**src/rtl/dyn_seq_pkg.sv**
```systemverilog
package dyn_seq_pkg;
  localparam int PH_NUM = 4;
  localparam int PH_W   = $clog2(PH_NUM);

  typedef enum logic [PH_W-1:0] {
    PH_PRE  = 2'd0,
    PH_EVA  = 2'd1,
    PH_HLD1 = 2'd2,
    PH_HLD2 = 2'd3
  } phase_e;

  // phase of a lane: shared counter lagged by the lane index
  function automatic logic [PH_W-1:0] lane_phase(input logic [PH_W-1:0] base, input int idx);
    logic [PH_W-1:0] off;
    off = PH_W'(idx % PH_NUM);
    return base - off;
  endfunction

  function automatic logic [PH_NUM-1:0] phase_onehot(input logic [PH_W-1:0] ph);
    return PH_NUM'(1) << ph;
  endfunction
endpackage

```
**src/rtl/dyn_phase_ring.sv**
```systemverilog
module dyn_phase_ring
  import dyn_seq_pkg::*;
(
  input  logic            clk,
  input  logic            rst,
  input  logic            en,
  output logic [PH_W-1:0] base_o
);
  always_ff @(posedge clk) begin
    if (rst)     base_o <= '0;
    else if (en) base_o <= base_o + 1'b1;
  end


  ring_step_chk: assert property (@(posedge clk) disable iff (rst)
    en |=> base_o == PH_W'($past(base_o) + 1'b1));

  ring_hold_chk: assert property (@(posedge clk) disable iff (rst)
    !en |=> $stable(base_o));
endmodule

```
**src/rtl/dyn_lane_decode.sv**
```systemverilog
module dyn_lane_decode
  import dyn_seq_pkg::*;
#(
  parameter int IDX = 0
) (
  input  logic [PH_W-1:0]   base_i,
  output logic [PH_NUM-1:0] ph_oh_o,
  output logic              pre_o,
  output logic              eva_o
);
  phase_e ph;

  assign ph      = phase_e'(lane_phase(base_i, IDX));
  assign ph_oh_o = phase_onehot(ph);
  assign pre_o   = (ph == PH_PRE);
  assign eva_o   = (ph == PH_EVA);
endmodule

```
**src/rtl/dyn_phase_seq.sv**
```systemverilog
module dyn_phase_seq
  import dyn_seq_pkg::*;
#(
  parameter int NUM_STAGES = 8
) (
  input  logic                         clk,
  input  logic                         rst,
  input  logic                         en,
  output logic [PH_NUM*NUM_STAGES-1:0] phase_oh,
  output logic [NUM_STAGES-1:0]        pre_o,
  output logic [NUM_STAGES-1:0]        eva_o
);
  localparam int OH_W = PH_NUM * NUM_STAGES;

  logic [PH_W-1:0] base_w;

  dyn_phase_ring u_ring (
    .clk    (clk),
    .rst    (rst),
    .en     (en),
    .base_o (base_w)
  );

  for (genvar k = 0; k < NUM_STAGES; k++) begin : g_lane
    dyn_lane_decode #(.IDX(k)) u_lane (
      .base_i  (base_w),
      .ph_oh_o (phase_oh[PH_NUM*k +: PH_NUM]),
      .pre_o   (pre_o[k]),
      .eva_o   (eva_o[k])
    );


    lane_onehot_chk: assert property (@(posedge clk) disable iff (rst)
      $onehot(phase_oh[PH_NUM*k +: PH_NUM]));

    lane_strobe_chk: assert property (@(posedge clk) disable iff (rst)
      (pre_o[k] == phase_oh[PH_NUM*k]) && (eva_o[k] == phase_oh[PH_NUM*k+1]));

    pre_to_eva_chk: assert property (@(posedge clk) disable iff (rst)
      (en && pre_o[k]) |=> eva_o[k]);

    hld2_to_pre_chk: assert property (@(posedge clk) disable iff (rst)
      (en && phase_oh[PH_NUM*k+3]) |=> pre_o[k]);

    if (k + 1 < NUM_STAGES) begin : g_nbr

      eva_pre_align_chk: assert property (@(posedge clk) disable iff (rst)
        eva_o[k] == pre_o[k+1]);

      no_dual_eva_chk: assert property (@(posedge clk) disable iff (rst)
        !(eva_o[k] && eva_o[k+1]));
    end
    if (k + 2 < NUM_STAGES) begin : g_two

      used_before_pre_chk: assert property (@(posedge clk) disable iff (rst)
        eva_o[k+2] |-> phase_oh[PH_NUM*k+3]);
    end
    if (k + 4 < NUM_STAGES) begin : g_rep

      period_four_chk: assert property (@(posedge clk) disable iff (rst)
        phase_oh[PH_NUM*k +: PH_NUM] == phase_oh[PH_NUM*(k+4) +: PH_NUM]);
    end
  end


  freeze_chk: assert property (@(posedge clk) disable iff (rst)
    !en |=> $stable(phase_oh[OH_W-1:0]));

  reset_pre0_chk: assert property (@(posedge clk)
    rst |=> pre_o[0]);
endmodule

```
**config.mk**
```make
export PLATFORM = sky130hd
export DESIGN_NAME = dyn_phase_seq
export DESIGN_NICKNAME = d
export VERILOG_FILES = /design/src/rtl/dyn_seq_pkg.sv /design/src/rtl/dyn_phase_ring.sv /design/src/rtl/dyn_lane_decode.sv /design/src/rtl/dyn_phase_seq.sv
export SDC_FILE = /design/constraint.sdc
export NUM_CORES = 1
export LEC_CHECK = 0
export BUFFER_PORTS_ARGS = -buffer_cell sky130_fd_sc_hd__buf_4
export CORE_AREA = 3 3 41 43
export CTS_BUF_LIST = sky130_fd_sc_hd__clkbuf_8 sky130_fd_sc_hd__clkbuf_16
export DETAILED_ROUTE_END_ITERATION = 16
export DIE_AREA = 0 0 44 46
export GPL_TIMING_DRIVEN = 1
export HOLD_SLACK_MARGIN = 0.08
export PLACE_DENSITY_LB_ADDON = 0.05
export SYNTH_ARGS = -nofsm -noshare
export SYNTH_HDL_FRONTEND = slang
export SYNTH_SLANG_ARGS = --single-unit
export TNS_END_PERCENT = 30
```
**constraint.sdc**
```tcl
create_clock -name clk -period 1.6 [get_ports clk]
set_input_delay 0.08 -clock clk [delete_from_list [all_inputs] [get_ports clk]]
set_output_delay 0.08 -clock clk [all_outputs]
set_load 0.1 [all_outputs]
```
==> flow_summary.ini <==
[clock_tree]
cts_tree = built
clk_latency_ns = 0.21
htreeDepth = 1
root_buffer = clkbuf_8
cts.sinks = 2
cts_buffers = 3
post_cts_buffers = 0
clk_pin_slew_ns = 0.03
clk_path_buf_depth = 2

[die]
die_h_um = 46
initial_utilization = 0.363
fp-row-count = 13
fp.dieArea_um2 = 2020
core_um2 = 1330
ios = 51
dieWidth_um = 44

[yosys]
synth_cells = 60
syn_avg_cell_area_um2 = 8.07
synth_xor_area_frac = 0.0181
synthSimpleGateAreaFrac = 0.0155
synth_commonest_cells = buf_4, ha_1, dfxtp_1, inv_1, nor2_1
synth_ff_type = dfxtp_1
synth.distinct_cells = 7
synth.top_cell.area_share = 0.744
synth_compound_area_frac = 0
synth_nets = 67
ys.warnings.count = 0
ys_seq_elements = 2
async_flop_share = 0
synth_top_cell_by_area = buf_4
synth_area_leaders = buf_4, ha_1, dfxtp_1
syn-cell-area_um2 = 484
muxShareOfSynthArea = 0.0207
synth_edf_count = 0
synth_fa_ha_area_frac = 0.103
yosysSeqAreaShare = 0.0827
yosysMostFrequentCell = buf_4
synth_top_family_by_area = buffers and inverters

[final_layout]
multi_input_area_um2 = 76.3
instances_no_fill = 81
stdcell_area_um2 = 569
largest_register_ffs = 2
fill_cells = 141
nets = 75
regMostFlops = u_ring.base_o
area_delta_synth_final_pct = 17.6
reg_top3 = u_ring.base_o x2
final_core_util = 0.427
drive_above_1_share = 0.803
register_area_um2 = 40.0
antenna_cells = 0

[grt]
grt.total_usage = 0.0634
grt_max_degree = 13
grt_pass1_vias = 209
grt_antenna_before_repair = 0
grt_overflow = 0
grt_pass1_wl_um = 883

[sta]
skew_ns = 0.000469
setup_violations = 0
fmax_mhz = 694
tightestPinTransition_ns = 0.356
relSlewSlack = 0.762
final-hold-violation-count = 0
min_period_over_period = 0.901
tns_ns = 0
rsz0062_at_grt = false
period_minus_slack_ns = 1.44
timing.final.max_slew_violations = 0

[place]
portBuffers = 50
gp_congestion = 0.588
numPlacedInstances = 77
hpwl_um = 609
placed_cell_area_um2 = 518

[route]
routed_wirelength_um = 752
wl_per_cell_um = 9.28
drtIter0Drc = 0
dr.pass1.iters = 1
avgViaCountPerCell = 3.62
dr_total_vias = 293
drtAntennaViolNets = 0
drc_errors = 0

[run_status]
status = finished clean

[min_path]
hp-class = in2reg
min_from = en

[worst_setup_path]
path_max_fanout = 12
critical_path_required_ns = 1.52
critical_path_class = reg2out
start_kind = flip-flop
cp.arrival_ns = 1.36
reg2reg_from = u_ring.base_o[0]
endpoint_kind = output port
timing.critical_path.from = u_ring.base_o[0]

[flow_run]
maxCapViolations = 0
layout make-up:
cell class                      instances  area share
Clock buffer                            3      0.0725
Inverter                                2      0.0132
Multi-Input combinational cell          8       0.134
Sequential cell                         2      0.0703
Tap cell                               15      0.0330
Timing Repair Buffer                   51       0.677
final timing paths:
kind              slack (ns)               end  depth (start not counted)
setup / recovery        0.16          eva_o[7]                          3
hold / removal          0.13  u_ring.base_o[0]                          3
setup reg to reg        0.55  u_ring.base_o[1]                          4
hold reg to reg         0.57  u_ring.base_o[1]                          2
stage by stage:
| stage | setup slack, ns | hold slack, ns |
|---|---|---|
| CTS | 0.120 | 0.137 |
| finish | 0.158 | 0.134 |
| detailed placement | 0.345 | 0.252 |
| global placement | 0.365 | 0.251 |
| floorplan | 0.448 | 0.152 |
| global route | 0.0656 | 0.144 |
cells by family after synthesis:
| group | count (synthesis) |
|---|---|
| mux | 1 |
| buf+inv | 50 |
| simple gates | 2 |
| xor+xnor | 1 |
| fa+ha+maj | 4 |
| flops | 2 |
critical path, stage by stage (launching register included):
cell and delay (ns):
dfxtp_1 0.33, inv_1 0.09, ha_1 0.37, buf_4 0.36
per-layer routing:
metal / global-route usage / vias up / routed length [um]
met5: 0 / - / 0
met4: 0.0723 / 0 / 0
met3: 0.0237 / 0 / 141
met2: 0.108 / 30 / 362
met1: 0.0532 / 119 / 249
li1: - / 144 / -
layout by cell type (no fill, tap or decap):
cell	n
buf_4	50
ha_1	4
clkbuf_8	3
inv_1	2
nor2_1	2
dfxtp_1	2
mux2i_1	1
xnor2_1	1
dlygate4sd3_1	1
timing repair:
item,4_1_cts,5_1_grt
hold buffers,1,0
resized for setup,0,0
hold endpoints to repair,2,0
Power is not shown: default switching activity piles up to over one toggle a cycle in this logic, so the estimate is an artifact.
